**config.mk**
```make
export PLATFORM = sky130hd
export DESIGN_NAME = pwr_seq_top
export DESIGN_NICKNAME = d
export VERILOG_FILES = /design/src/rtl/pwr_seq_pkg.sv /design/src/rtl/pwr_seq_timer.sv /design/src/rtl/pwr_seq_vcc_mgr.sv /design/src/rtl/pwr_seq_fsm.sv /design/src/rtl/pwr_seq_top.sv
export SDC_FILE = /design/constraint.sdc
export NUM_CORES = 1
export LEC_CHECK = 0
export ABC_AREA = 1
export BUFFER_PORTS_ARGS = -buffer_cell sky130_fd_sc_hd__buf_2
export CAP_MARGIN = 40
export CORE_MARGIN = 4
export CORE_UTILIZATION = 45
export DETAILED_ROUTE_END_ITERATION = 10
export GPL_TIMING_DRIVEN = 0
export PLACE_DENSITY_LB_ADDON = 0.08
export SYNTH_ARGS = -nofsm -noshare
export SYNTH_HDL_FRONTEND = slang
export SYNTH_SLANG_ARGS = --single-unit
```
**constraint.sdc**
```tcl
create_clock -name clk_i -period 3.43 [get_ports clk_i]
set_input_delay 0 -clock clk_i [delete_from_list [all_inputs] [get_ports clk_i]]
set_output_delay 0 -clock clk_i [all_outputs]
set_load 0.005 [all_outputs]
```
**src/rtl/pwr_seq_pkg.sv**
```systemverilog
package pwr_seq_pkg;
  typedef enum logic [2:0] {
    ST_CHARGE = 3'd0,
    ST_BLANK  = 3'd1,
    ST_WAIT   = 3'd2,
    ST_RUN    = 3'd3,
    ST_BROWN  = 3'd4,
    ST_LATCH  = 3'd5,
    ST_AREC   = 3'd6
  } seq_state_e;

  function automatic logic is_dss(seq_state_e s);
    return (s == ST_WAIT) || (s == ST_BROWN) || (s == ST_LATCH) || (s == ST_AREC);
  endfunction
endpackage

```
**src/rtl/pwr_seq_timer.sv**
```systemverilog
module pwr_seq_timer #(
  parameter int unsigned DUR = 8
) (
  input  logic clk_i,
  input  logic rst_ni,
  input  logic start_i,
  output logic busy_o,
  output logic done_o
);
  localparam int unsigned W = $clog2(DUR + 1);

  logic [W-1:0] cnt_q;

  always_ff @(posedge clk_i or negedge rst_ni) begin
    if (!rst_ni)               cnt_q <= '0;
    else if (start_i)          cnt_q <= W'(DUR);
    else if (cnt_q != '0)      cnt_q <= cnt_q - 1'b1;
  end

  assign busy_o = (cnt_q != '0);
  // last counted cycle
  assign done_o = (cnt_q == W'(1));
endmodule

```
**src/rtl/pwr_seq_vcc_mgr.sv**
```systemverilog
module pwr_seq_vcc_mgr (
  input  logic clk_i,
  input  logic rst_ni,
  input  logic dss_act_i,
  input  logic vcc_on_i,
  input  logic vcc_low_i,
  output logic dss_hv_o
);
  logic hv_q;

  always_ff @(posedge clk_i or negedge rst_ni) begin
    if (!rst_ni)         hv_q <= 1'b0;
    else if (!dss_act_i) hv_q <= 1'b0;
    else if (vcc_on_i)   hv_q <= 1'b0;
    else if (vcc_low_i)  hv_q <= 1'b1;
  end

  assign dss_hv_o = hv_q;
endmodule

```
**src/rtl/pwr_seq_fsm.sv**
```systemverilog
module pwr_seq_fsm
  import pwr_seq_pkg::*;
(
  input  logic       clk_i,
  input  logic       rst_ni,
  input  logic       vcc_on_i,
  input  logic       vcc_rst_i,
  input  logic       bo_ok_i,
  input  logic       ovp_i,
  input  logic       skip_i,
  input  logic       ovld_i,
  input  logic       blank_done_i,
  input  logic       arec_done_i,
  output logic       blank_start_o,
  output logic       arec_start_o,
  output seq_state_e state_o,
  output logic       ss_req_o
);
  seq_state_e state_q, state_d;
  logic       run_seen_q;
  logic       start_ok;

  assign start_ok = bo_ok_i && !ovp_i && !skip_i;

  always_comb begin
    state_d = state_q;
    if (vcc_rst_i) begin
      state_d = ST_CHARGE;
    end else begin
      unique case (state_q)
        ST_CHARGE: if (vcc_on_i)     state_d = ST_BLANK;
        ST_BLANK:  if (blank_done_i) state_d = start_ok ? ST_RUN : ST_WAIT;
        ST_WAIT:   if (start_ok)     state_d = ST_CHARGE;
        ST_RUN: begin
          if (ovp_i)         state_d = ST_LATCH;
          else if (ovld_i)   state_d = ST_AREC;
          else if (!bo_ok_i) state_d = ST_BROWN;
        end
        ST_BROWN:  if (bo_ok_i)      state_d = ST_CHARGE;
        ST_LATCH:  state_d = ST_LATCH;
        ST_AREC:   if (arec_done_i)  state_d = ST_CHARGE;
        default:   state_d = ST_CHARGE;
      endcase
    end
  end

  always_ff @(posedge clk_i or negedge rst_ni) begin
    if (!rst_ni) begin
      state_q    <= ST_CHARGE;
      run_seen_q <= 1'b0;
    end else begin
      state_q    <= state_d;
      run_seen_q <= (state_q == ST_RUN);
    end
  end

  assign blank_start_o = (state_q == ST_CHARGE) && (state_d == ST_BLANK);
  assign arec_start_o  = (state_q == ST_RUN) && (state_d == ST_AREC);
  assign state_o       = state_q;
  assign ss_req_o      = (state_q == ST_RUN) && !run_seen_q;
endmodule

```
**src/rtl/pwr_seq_top.sv**
```systemverilog
module pwr_seq_top
  import pwr_seq_pkg::*;
#(
  parameter int unsigned BLANK_CYC = 8,
  parameter int unsigned REM_CYC   = 12,
  parameter int unsigned AREC_CYC  = 20
) (
  input  logic clk_i,
  input  logic rst_ni,
  input  logic vcc_on_i,
  input  logic vcc_rst_i,
  input  logic vcc_low_i,
  input  logic bo_ok_i,
  input  logic ovp_i,
  input  logic skip_i,
  input  logic ovld_i,
  output logic hv_en_o,
  output logic drv_en_o,
  output logic ss_req_o,
  output logic pfc_mode_o,
  output logic rem_pd_o,
  output logic prot_bias_o
);
  localparam int unsigned NTMR = 3;
  localparam int unsigned TMR_BLANK = 0;
  localparam int unsigned TMR_REM   = 1;
  localparam int unsigned TMR_AREC  = 2;

  seq_state_e      state;
  logic            blank_start, arec_start;
  logic [NTMR-1:0] tmr_start, tmr_busy, tmr_done;
  logic            dss_hv;

  assign tmr_start[TMR_BLANK] = blank_start;
  assign tmr_start[TMR_REM]   = blank_start;
  assign tmr_start[TMR_AREC]  = arec_start;

  generate
    for (genvar g = 0; g < NTMR; g++) begin : g_tmr
      localparam int unsigned DUR = (g == TMR_BLANK) ? BLANK_CYC :
                                    (g == TMR_REM)   ? REM_CYC : AREC_CYC;
      pwr_seq_timer #(.DUR(DUR)) u_tmr (
        .clk_i  (clk_i),
        .rst_ni (rst_ni),
        .start_i(tmr_start[g]),
        .busy_o (tmr_busy[g]),
        .done_o (tmr_done[g])
      );
    end
  endgenerate

  pwr_seq_fsm u_fsm (
    .clk_i        (clk_i),
    .rst_ni       (rst_ni),
    .vcc_on_i     (vcc_on_i),
    .vcc_rst_i    (vcc_rst_i),
    .bo_ok_i      (bo_ok_i),
    .ovp_i        (ovp_i),
    .skip_i       (skip_i),
    .ovld_i       (ovld_i),
    .blank_done_i (tmr_done[TMR_BLANK]),
    .arec_done_i  (tmr_done[TMR_AREC]),
    .blank_start_o(blank_start),
    .arec_start_o (arec_start),
    .state_o      (state),
    .ss_req_o     (ss_req_o)
  );

  pwr_seq_vcc_mgr u_vcc (
    .clk_i    (clk_i),
    .rst_ni   (rst_ni),
    .dss_act_i(is_dss(state)),
    .vcc_on_i (vcc_on_i),
    .vcc_low_i(vcc_low_i),
    .dss_hv_o (dss_hv)
  );

  assign hv_en_o     = (state == ST_CHARGE) || dss_hv;
  assign drv_en_o    = (state == ST_RUN);
  assign pfc_mode_o  = (state == ST_BLANK) || (state == ST_WAIT) ||
                       (state == ST_RUN)   || (state == ST_BROWN);
  assign prot_bias_o = (state == ST_BLANK) || (state == ST_WAIT) || (state == ST_RUN);
  assign rem_pd_o    = tmr_busy[TMR_REM];
endmodule

```
==> summary.txt <==
Clocking
  – Htree depth: 1
  – Post-CTS Hold Buffers: 4
  – CTS Buffer Depth: 2
  – CTS tree: built
  – Total clock sinks: 18
  – Clock-pin slew on the worst setup and hold paths: 0.10 ns
  – Post_cts resized: 0
  – Setup bufs post-CTS: 0
  – CTS buffer count: 3
  – Worst-skew pair later-pin latency: 0.29 ns
  – Root Buffer: clkbuf_4

Job
  – Max Cap Viol: 0

Synth
  – Cell count after synthesis: 148
  – Synth Register Bits: 18
  – Synth unique cells: 25
  – Mapped Area: 0.00117 mm^2
  – Ys Warns: 0
  – Seq/Total Area, Yosys: 0.385
  – Syn nets: 164
  – Synth Area per Inst: 7.91 um^2

Critical path
  – CP required: 3.59 ns
  – Data arrival, critical path: 1.67 ns
  – Crit start category: flip-flop
  – Worst Reg-to-Reg Cells: 9
  – CP endpoint kind: flip-flop
  – Crit Path Category: flip-flop to flip-flop
  – Max FO, Critical Path: 8
  – Worst reg2reg setup slack: 1.92 ns
  – R2R Path Start: g_tmr[0].u_tmr.cnt_q[1]
  – RR Endpoint: g_tmr[1].u_tmr.cnt_q[2]

Drt
  – DR vias/cell: 4.62
  – Final ANT Viol Nets: 0
  – Post-DR wirelength/cell: 10.1 um
  – TritonRoute pass-1 iters: 4
  – Drt drc: 0
  – 1st-iter DRT viols: 29
  – Via count: 924
  – Post-Route WL: 2020 um

Worst hold path
  – Hold worst-path end: u_fsm.state_o[1]
  – Worst hold path cell count: 4
  – Hold crit path type: input pin to flip-flop
  – Worst hold start: ovp_i

Global routing
  – Initial antenna violation count: 0
  – GR Overflow Total: 0
  – GRT Resource Usage Total: 0.136
  – Global-route wire length before repair: 3600 um
  – Vias in the first global route: 880
  – Largest net degree at the start of global routing: 19

Placed design
  – IO Port Bufs: 14
  – Gpl congestion: 0.795
  – Dpl hpwl: 1550 um

Timing
  – Fmax achieved: 661 MHz
  – Worst-margin pin slew: 0.411 ns
  – Hold slack: 0.0567 ns
  – Setup TNS: 0 ns
  – Crit path time final: 1.51 ns
  – RSZ-0062 raised after global routing: no
  – Max-slew violation count: 0
  – Final Hold Vio Count: 0
  – Crit share post-route: 0.441
  – Worst relative slew slack: 0.726
  – # setup viols final: 0
  – Clk_skew: 0.00338 ns

Pwr
  – Maximum vdd drop: 0.000370 V
  – Leakage dissipation: 0.744 nW
  – Power per cell area: 673 mW/mm^2

Layout
  – Most frequent cells in the layout: inv_1, nand2_1, dfrtp_1
  – Nets: 187
  – Filler cell count: 235
  – Area Growth Syn to Fin: 15.7%
  – Share of post-route cells with drive strength above 1: 0.194
  – Commonest non-fill, non-tap cell in the layout: inv_1
  – Ant diodes: 0

Floorplan
  – Core Area: 0.00248 mm^2
  – DIE WIDTH: 59.0 um
  – Initial Utilization: 0.473
  – Die height: 59.0 um
  – Die area: 0.00348 mm^2
  – Row cnt: 18
  – Ports: 15

Outcome
  – Outcome: completed
## report_power, final
| part | switching (mW) | total (mW) | internal, mW | leakage [nW] |
|---|---|---|---|---|
| registers | 0.0551 | 0.352 | 0.297 | 0.222 |
| logic | 0.247 | 0.430 | 0.183 | 0.500 |
| clock network | 0.0654 | 0.130 | 0.0646 | 0.0210 |
## flip-flops by register name, indices dropped and copies added, names as in the netlist
| register | cells |
|---|---|
| u_vcc.dss_hv_o | 1 |
| u_fsm.run_seen_q | 1 |
| g_tmr.u_tmr.cnt_q | 13 |
| u_fsm.state_o | 3 |
## synth_stat cells, drive strengths merged
cell / count / area (um^2)
nand3b: 2 / 15.0
or2: 1 / 6.26
xnor2: 2 / 17.5
o21ai: 7 / 35.0
nand4: 2 / 18.8
ha: 7 / 87.6
nand3: 11 / 72.6
mux2i: 1 / 10.0
a21oi: 2 / 10.0
nand2: 33 / 134
o31ai: 1 / 7.51
nor3: 3 / 26.3
inv: 34 / 128
xor2: 7 / 61.3
nor2: 17 / 91.3
dfrtp: 18 / 450
## routing by layer
metal	vias up	share of wire	track usage
met2	13	0.44	0.221
met3	2	0.045	0.0261
li1	493	-	-
met1	416	0.50	0.177
met5	-	0	0
met4	0	0.0074	0.0583
## kinds of logic (layout without fill, tap and decap cells)
| group | after synthesis | count (layout) | share of synthesized area |
|---|---|---|---|
| buffers and inverters | 34 | 56 | 0.109 |
| AO/OA/AOI/OAI | 10 | 10 | 0.0449 |
| multiplexers | 1 | 1 | 0.00855 |
| adder cells (fa/ha/maj) | 7 | 7 | 0.0748 |
| flip-flops | 18 | 18 | 0.385 |
| XOR/XNOR | 9 | 9 | 0.0673 |
| AND/OR/NAND/NOR | 69 | 69 | 0.311 |
## metrics by stage
step           total power [mW]  std cells  setup slack (ns)  area [um^2]   util
2_1_floorplan             0.702        148              2.11         1170      -
3_3_place_gp              0.777        192              1.95         1280  0.516
3_5_place_dp              0.786        192              1.90         1280  0.516
4_1_cts                   0.928        200              1.90         1360  0.547
5_1_grt                    1.03        200              1.74         1360  0.547
6_report                  0.912        200              1.92         1360  0.547
## cell type report
| class | instances | area (um^2) | share of cell area |
|---|---|---|---|
| clock buffer | 4 | 36.3 | 0.0268 |
| tap | 30 | 37.5 | 0.0277 |
| sequential | 18 | 450 | 0.332 |
| multi-input combinational | 96 | 593 | 0.438 |
| inverter | 34 | 128 | 0.0942 |
| timing repair buffer | 18 | 110 | 0.0813 |
## worst max-delay path, stage by stage (launching register included)
cell,delay [ns]
dfrtp_1,0.39
inv_1,0.11
ha_1,0.15
inv_1,0.03
nor2_1,0.15
nand2_1,0.07
nand2_1,0.11
nand4_2,0.10
nand3_2,0.17
o21ai_0,0.11
## worst max path at each step
stage / startpoint / slack [ns] / to / cells past startpoint
final: g_tmr[0].u_tmr.cnt_q[1] / 1.92 / g_tmr[1].u_tmr.cnt_q[2] / 9
after global routing: g_tmr[0].u_tmr.cnt_q[1] / 1.74 / g_tmr[1].u_tmr.cnt_q[2] / 9
after CTS: g_tmr[0].u_tmr.cnt_q[1] / 1.90 / g_tmr[1].u_tmr.cnt_q[2] / 9
after detailed placement: g_tmr[0].u_tmr.cnt_q[1] / 1.90 / g_tmr[1].u_tmr.cnt_q[2] / 9
after global placement: g_tmr[0].u_tmr.cnt_q[1] / 1.95 / g_tmr[1].u_tmr.cnt_q[3] / 9
after floorplan: g_tmr[0].u_tmr.cnt_q[1] / 2.11 / g_tmr[2].u_tmr.cnt_q[1] / 11
Note: power is estimated with default switching activity, not from simulation.
